`src/rtl/pte_eval_pkg.sv`:
```
package pte_eval_pkg;
    localparam int BIT_VALID    = 0;
    localparam int BIT_READ     = 1;
    localparam int BIT_WRITE    = 2;
    localparam int BIT_EXEC     = 3;
    localparam int BIT_USER     = 4;
    localparam int BIT_ACCESSED = 6;
    localparam int BIT_DIRTY    = 7;
    localparam int PPN_LSB      = 10;
    localparam int PAGE_SHIFT   = 12;
    localparam int LEVEL_SLICE  = 9;

    typedef enum logic [1:0] {
        RES_NEXT  = 2'd0,
        RES_LEAF  = 2'd1,
        RES_FAULT = 2'd2
    } result_e;

    typedef enum logic {
        ST_IDLE = 1'b0,
        ST_EMIT = 1'b1
    } state_e;
endpackage

```
`src/rtl/pte_flag_check.sv`:
```
module pte_flag_check (
    input  logic v_i,
    input  logic r_i,
    input  logic w_i,
    input  logic x_i,
    input  logic u_i,
    input  logic a_i,
    input  logic d_i,
    input  logic mark_i,
    output logic early_fault_o,
    output logic is_pointer_o,
    output logic pointer_bad_o
);
    // Malformed entries are rejected before anything else is looked at
    assign early_fault_o = !v_i || (w_i && !r_i);
    assign is_pointer_o  = !(r_i || w_i || x_i);
    // A pointer may not carry leaf-only flags or the contiguous mark
    assign pointer_bad_o = u_i || a_i || d_i || mark_i;
endmodule

```
`src/rtl/pte_run_size.sv`:
```
module pte_run_size #(
    parameter int PPN_W = 44,
    parameter int CNT_W = 6
) (
    input  logic [PPN_W-1:0] ppn_i,
    input  logic             enable_i,
    input  logic             mark_i,
    output logic             active_o,
    output logic [CNT_W-1:0] run_bits_o
);
    logic [CNT_W-1:0] tz;
    logic             found;

    always_comb begin
        tz    = CNT_W'(PPN_W);
        found = 1'b0;
        for (int k = 0; k < PPN_W; k++) begin
            if (!found && ppn_i[k]) begin
                tz    = CNT_W'(k);
                found = 1'b1;
            end
        end
    end

    assign active_o   = enable_i && mark_i;
    assign run_bits_o = active_o ? tz + CNT_W'(1) : '0;
endmodule

```
`src/rtl/pte_addr_merge.sv`:
```
module pte_addr_merge #(
    parameter int PPN_W = 44,
    parameter int VPN_W = 27,
    parameter int CNT_W = 6
) (
    input  logic [PPN_W-1:0] ppn_i,
    input  logic [VPN_W-1:0] vpn_i,
    input  logic [CNT_W-1:0] run_bits_i,
    input  logic [CNT_W-1:0] sp_shift_i,
    output logic [PPN_W-1:0] pa_ppn_o,
    output logic             misaligned_o
);
    logic [PPN_W-1:0] run_mask;
    logic [PPN_W-1:0] sp_mask;
    logic [PPN_W-1:0] vpn_ext;

    assign vpn_ext = PPN_W'(vpn_i);

    for (genvar k = 0; k < PPN_W; k++) begin : g_mask
        assign run_mask[k] = run_bits_i > CNT_W'(k);
        assign sp_mask[k]  = sp_shift_i > CNT_W'(k);
    end

    assign misaligned_o = |(ppn_i & sp_mask);
    assign pa_ppn_o = (ppn_i & ~run_mask) | (vpn_ext & run_mask) | (vpn_ext & sp_mask);
endmodule

```
`src/rtl/pte_eval_unit.sv`:
```
module pte_eval_unit
    import pte_eval_pkg::*;
#(
    parameter int PTE_W     = 64,
    parameter int VA_W      = 39,
    parameter int PPN_W     = 44,
    parameter int LVL_W     = 2,
    parameter int RUN_LOG2  = 4
) (
    input  logic                  clk,
    input  logic                  rst,
    input  logic                  in_valid,
    input  logic [PTE_W-1:0]      pte_i,
    input  logic [VA_W-1:0]       vaddr_i,
    input  logic [LVL_W-1:0]      lvl_idx_i,
    input  logic [LVL_W-1:0]      lvl_count_i,
    input  logic                  napot_en_i,
    input  logic                  mxr_i,
    output logic                  out_valid,
    output logic [1:0]            out_result,
    output logic [PPN_W+PAGE_SHIFT-1:0] out_addr,
    output logic                  out_r,
    output logic                  out_w,
    output logic                  out_x
);
    localparam int PA_W  = PPN_W + PAGE_SHIFT;
    localparam int VPN_W = VA_W - PAGE_SHIFT;
    localparam int CNT_W = $clog2(PPN_W + 2);
    localparam int MARK  = PTE_W - 1;

    logic [PPN_W-1:0] ppn;
    logic [VPN_W-1:0] vpn;
    logic             early_fault, is_pointer, pointer_bad;
    logic             run_active, misaligned;
    logic [CNT_W-1:0] run_bits, sp_shift;
    logic [PPN_W-1:0] pa_ppn;
    logic             lvl_ok, last_level;
    logic [LVL_W-1:0] depth;
    logic             unused_bits;

    assign ppn = pte_i[PPN_LSB +: PPN_W];
    assign vpn = vaddr_i[VA_W-1:PAGE_SHIFT];
    assign unused_bits = ^{pte_i[MARK-1:PPN_LSB+PPN_W], pte_i[PPN_LSB-1:BIT_DIRTY+1], pte_i[5]};

    assign lvl_ok     = lvl_idx_i < lvl_count_i;
    assign depth      = lvl_count_i - LVL_W'(1) - lvl_idx_i;
    assign last_level = lvl_idx_i == lvl_count_i - LVL_W'(1);
    assign sp_shift   = lvl_ok ? CNT_W'(int'(depth) * LEVEL_SLICE) : '0;

    pte_flag_check flags_i (
        .v_i          (pte_i[BIT_VALID]),
        .r_i          (pte_i[BIT_READ]),
        .w_i          (pte_i[BIT_WRITE]),
        .x_i          (pte_i[BIT_EXEC]),
        .u_i          (pte_i[BIT_USER]),
        .a_i          (pte_i[BIT_ACCESSED]),
        .d_i          (pte_i[BIT_DIRTY]),
        .mark_i       (pte_i[MARK]),
        .early_fault_o(early_fault),
        .is_pointer_o (is_pointer),
        .pointer_bad_o(pointer_bad)
    );

    pte_run_size #(.PPN_W(PPN_W), .CNT_W(CNT_W)) run_i (
        .ppn_i      (ppn),
        .enable_i   (napot_en_i),
        .mark_i     (pte_i[MARK]),
        .active_o   (run_active),
        .run_bits_o (run_bits)
    );

    pte_addr_merge #(.PPN_W(PPN_W), .VPN_W(VPN_W), .CNT_W(CNT_W)) merge_i (
        .ppn_i       (ppn),
        .vpn_i       (vpn),
        .run_bits_i  (run_bits),
        .sp_shift_i  (sp_shift),
        .pa_ppn_o    (pa_ppn),
        .misaligned_o(misaligned)
    );

    // Verdict for the request on the inputs this cycle
    result_e          res_d;
    logic [PA_W-1:0]  addr_d;
    logic             r_d, w_d, x_d;

    always_comb begin
        res_d  = RES_FAULT;
        addr_d = '0;
        r_d    = 1'b0;
        w_d    = 1'b0;
        x_d    = 1'b0;
        if (!lvl_ok || early_fault) begin
            res_d = RES_FAULT;
        end else if (is_pointer) begin
            if (!pointer_bad) begin
                res_d  = RES_NEXT;
                addr_d = {ppn, {PAGE_SHIFT{1'b0}}};
            end
        end else if (run_active && (!last_level || run_bits != CNT_W'(RUN_LOG2))) begin
            res_d = RES_FAULT;
        end else if (!misaligned) begin
            res_d  = RES_LEAF;
            addr_d = {pa_ppn, vaddr_i[PAGE_SHIFT-1:0]};
            r_d    = pte_i[BIT_READ] || (pte_i[BIT_EXEC] && mxr_i);
            w_d    = pte_i[BIT_WRITE];
            x_d    = pte_i[BIT_EXEC];
        end
    end

    // Control: state register and next-state logic
    state_e state_q, state_d;

    always_comb begin
        state_d = state_q;
        unique case (state_q)
            ST_IDLE: state_d = in_valid ? ST_EMIT : ST_IDLE;
            ST_EMIT: state_d = in_valid ? ST_EMIT : ST_IDLE;
            default: state_d = ST_IDLE;
        endcase
    end

    always_ff @(posedge clk) begin
        if (rst) state_q <= ST_IDLE;
        else     state_q <= state_d;
    end

    // Output registers, loaded on every strobe and held otherwise
    always_ff @(posedge clk) begin
        if (rst) begin
            out_result <= '0;
            out_addr   <= '0;
            out_r      <= 1'b0;
            out_w      <= 1'b0;
            out_x      <= 1'b0;
        end else if (in_valid) begin
            out_result <= res_d;
            out_addr   <= addr_d;
            out_r      <= r_d;
            out_w      <= w_d;
            out_x      <= x_d;
        end
    end

    assign out_valid = state_q == ST_EMIT;

    assert_pulse_follows_R11: assert property (@(posedge clk) disable iff (rst)
        in_valid |=> out_valid);
    assert_no_spurious_R11: assert property (@(posedge clk) disable iff (rst)
        !in_valid |=> !out_valid);
    assert_nonleaf_noperm_R10: assert property (@(posedge clk) disable iff (rst)
        (out_valid && out_result != RES_LEAF) |-> !(out_r || out_w || out_x));
    assert_next_aligned_R4: assert property (@(posedge clk) disable iff (rst)
        (out_valid && out_result == RES_NEXT) |-> out_addr[PAGE_SHIFT-1:0] == '0);
    assert_bad_level_R12: assert property (@(posedge clk) disable iff (rst)
        (in_valid && lvl_idx_i >= lvl_count_i) |=> out_result == RES_FAULT);
    assert_run_merge_R7: assert property (@(posedge clk) disable iff (rst)
        (in_valid && napot_en_i && pte_i[MARK])
        |=> (out_result != RES_LEAF
             || out_addr[PAGE_SHIFT +: RUN_LOG2] == $past(vaddr_i[PAGE_SHIFT +: RUN_LOG2])));
endmodule

```
`config.mk`:
```
export PLATFORM = sky130hd
export DESIGN_NAME = pte_eval_unit
export DESIGN_NICKNAME = d
export VERILOG_FILES = /design/src/rtl/pte_eval_pkg.sv /design/src/rtl/pte_flag_check.sv /design/src/rtl/pte_run_size.sv /design/src/rtl/pte_addr_merge.sv /design/src/rtl/pte_eval_unit.sv
export SDC_FILE = /design/constraint.sdc
export NUM_CORES = 1
export LEC_CHECK = 0
export BUFFER_PORTS_ARGS = -buffer_cell sky130_fd_sc_hd__buf_2
export CAP_MARGIN = 20
export CORE_UTILIZATION = 30
export CTS_CLUSTER_SIZE = 12
export DETAILED_ROUTE_END_ITERATION = 7
export PLACE_DENSITY = 0.52
export SYNTH_ARGS = -nofsm -noshare
export SYNTH_HDL_FRONTEND = slang
export SYNTH_SLANG_ARGS = --single-unit
```
`constraint.sdc`:
```
create_clock -name clk -period 7.95 [get_ports clk]
set_input_delay 1.1925 -clock clk [delete_from_list [all_inputs] [get_ports clk]]
set_output_delay 1.1925 -clock clk [all_outputs]
set_load 0.005 [all_outputs]
```
==> flow_metrics.env <==
export IMPL_portBuffers=161
export IMPL_crit_type="input port to flop"
export IMPL_async_reset_ff_share_pct=0
export IMPL_cts_setup_buffers=0
export IMPL_drt_first_pass_iters=5
export IMPL_clock_skew_ns=0
export IMPL_wl_per_cell_um=19.94
export IMPL_pwr_share_clk_pct=48.4
export IMPL_yosysSeqAreaShare_pct=29.98
export IMPL_period_share_pct=75.08
export IMPL_worst_slack_ns=1.981
export IMPL_syn_instance_count=550
export IMPL_ys_types=75
export IMPL_start_kind="input port"
export IMPL_arrival_ns=6.21
export IMPL_power_internal_uw=652.0
export IMPL_insertedDiodeCount=0
export IMPL_synth_edff_count=0
export IMPL_antenna_found_initial=0
export IMPL_drive_above_1_share_pct=29.00
export IMPL_setup_violations=0
export IMPL_dpl_cell_area_um2=5055
export IMPL_postCtsHoldBufs=0
export IMPL_dr_wl_met2_mm=8.033
export IMPL_cts_tree="yes"
export IMPL_fin_cells=876
export IMPL_viasPerCell=5.662
export IMPL_rsz0062_at_grt="no"
export IMPL_end_kind="flop"
export IMPL_grt_pass1_vias=4696
export IMPL_stdcell_area_um2=5393
export IMPL_clk_pin_slew_ns=0.06
export IMPL_holdCritPathClass="flop to flop"
export IMPL_syn_nets=666
export IMPL_tightest_slew_ns=1.021
export IMPL_final_common_cell="buf_2"
export IMPL_synth_seq_cells=62
export IMPL_highest_layer="met4"
export IMPL_p_per_area_nw_per_um2=170.2
export IMPL_syn_area_um2=4140
export IMPL_leakage_uw=0.002278
export IMPL_clock_latency_ns=0.34
export IMPL_ir_worst_vdd_mv=0.1233
export IMPL_drt_initial_drc_count=312
export IMPL_cts_max_level=3
export IMPL_grt_overflow_total=0
export IMPL_combPwrFrac_pct=16.9
export IMPL_ioPinCount=174
export IMPL_ctsResizeCount=0
export IMPL_dr_wl_met3_mm=1.379
export IMPL_wl_met1_mm=7.672
export IMPL_grt_max_degree=50
export IMPL_numCtsBuffers=9
export IMPL_dp_hpwl_mm=13.35
export IMPL_required_ns=8.19
export IMPL_rows=42
export IMPL_routed_wl_mm=17.47
export IMPL_timing_fmax_mhz=167.5
export IMPL_antenna_left=0
export IMPL_setup_tns_ns=0
export IMPL_initial_core_util_pct=31.02
export IMPL_core_area_um2=13350
export IMPL_postLayoutCoreUtil_pct=40.40
export IMPL_die_h_um=119.5
export IMPL_clk_path_buf_depth=2
export IMPL_fin_nets=811
export IMPL_drc=0
export IMPL_drv_slew=0
export IMPL_grt_pass1_wl_mm=26.68
export IMPL_routabilityCongestion=0.9363
export IMPL_period_needed_ns=5.969
export IMPL_p_sw_uw=266.0
export IMPL_crit_fanout=16
export IMPL_clockRootBuffer="clkbuf_16"
export IMPL_seqPwrFrac_pct=34.7
export IMPL_dp_slack_ns=1.712
export IMPL_avgSynthCellArea_um2=7.528
export IMPL_grt_usage_pct=24.62
export IMPL_clock_sinks=62
export IMPL_status="finished, final reports clean"
export IMPL_p_sw_share_pct=28.97
export IMPL_maxCapViolations=0
export IMPL_dieArea_um2=14270
export IMPL_hold_viol_final=0
export IMPL_mostFrequentLayoutCells="161 x buf_2, 86 x nand2_1, 62 x dfxtp_1"
export IMPL_synth_ff_type="dfxtp_1"
export IMPL_vias=4960
export IMPL_ys_warn_count=0
export IMPL_die_w_um=119.5
export IMPL_place_inst=859
export IMPL_syn_to_final_growth_pct=30.25
export IMPL_max_slew_margin_pct=31.96
## through the flow
step	hold slack [ns]	total power [uW]
5_1_grt	0.4728	955.5
6_report	0.4441	918.0
3_5_place_dp	0.4386	477.8
2_1_floorplan	0.4420	401.4
4_1_cts	0.4522	922.3
3_3_place_gp	0.4315	476.8
## critical path, stage by stage
cell and delay (ns):
buf_2 0.15, nor4_2 0.54, and4_1 0.57, o21ai_0 0.17, o21ai_0 0.11, o2111a_1 0.30, o41ai_1 0.12, ha_1 0.33
a211oi_1 0.35, a221o_1 0.21, a311o_1 0.20, nand2_1 0.35, nor3_1 0.30, nand4_2 0.19, a211oi_4 0.29, nand2b_1 0.45
o32ai_2 0.39
## per-layer routing
layer,vias up,track usage [%]
li1,2387,-
met1,2334,32.34
met2,212,39.63
met3,27,5.987
met4,0,7.266
met5,-,0
## final cells by class
cell class / count / area [um2]
Fill cell: 1460 / 7955
Timing Repair Buffer: 167 / 850.8
Clock inverter: 7 / 105.1
Clock buffer: 9 / 225.2
Sequential cell: 62 / 1241
Tap cell: 176 / 220.2
Inverter: 17 / 63.81
Multi-Input combinational cell: 438 / 2686
## logic make-up (layout without fill, tap and decap cells)
family                   Yosys count  in the layout  share of synthesized area [%]
XOR/XNOR                           4              4                         0.8463
AO/OA/AOI/OAI                    208            208                          35.30
flip-flops                        62             62                          29.98
AND/OR/NAND/NOR                  221            221                          27.20
buffers and inverters             50            200                          5.228
adder cells (fa/ha/maj)            4              4                          1.209
multiplexers                       1              1                         0.2418
## synth_stat cells (4+ instances only)
master / n / area [um2]
nor4_1: 12 / 75.07
a22o_1: 6 / 52.55
a21oi_1: 42 / 210.2
nand2_1: 86 / 322.8
a211oi_1: 8 / 60.06
o21ai_0: 40 / 200.2
a31o_2: 4 / 35.03
inv_1: 16 / 60.06
a22oi_1: 27 / 202.7
and2_1: 8 / 50.05
o311ai_0: 7 / 61.31
o22ai_1: 16 / 100.1
and3_1: 6 / 37.54
a221oi_1: 4 / 35.03
nor2_1: 35 / 131.4
ha_1: 4 / 50.05
nor2b_1: 10 / 62.56
dfxtp_1: 62 / 1241
nand2b_1: 5 / 31.28
buf_2: 5 / 25.02
nand3_1: 11 / 55.05
nor4_2: 4 / 50.05
o31ai_1: 5 / 37.54
or4_1: 6 / 45.04
clkbuf_1: 24 / 90.09
o31a_1: 5 / 43.79
nor3b_1: 4 / 30.03
nor3_1: 18 / 90.09
## flip-flops by register name, summed over array words and instances, names as in the netlist
register    flops
out_addr       56
out_valid       1
out_result      2
out_x           1
out_w           1
out_r           1
## power groups by stage
stage	sequential, uW	combinational, uW	clock, uW
finish	318	155	444
global route	319	169	467
CTS	318	153	451
detailed placement	325	153	0
global placement	325	152	0
floorplan	326	75.7	0
## path summary, 6_finish.rpt
| path | startpoint | endpoint | slack, ns | depth (start not counted) |
|---|---|---|---|---|
| worst max-delay path | pte_i[17] | out_addr[18]$_SDFFE_PP0P_ | 1.98 | 17 |
| worst min-delay path | out_addr[48]$_SDFFE_PP0P_ | out_addr[48]$_SDFFE_PP0P_ | 0.44 | 2 |
| worst max register to register | out_addr[31]$_SDFFE_PP0P_ | out_addr[31]$_SDFFE_PP0P_ | 6.95 | 3 |
| worst min register to register | out_addr[48]$_SDFFE_PP0P_ | out_addr[48]$_SDFFE_PP0P_ | 0.44 | 2 |
(Power assumes the default switching activity.)
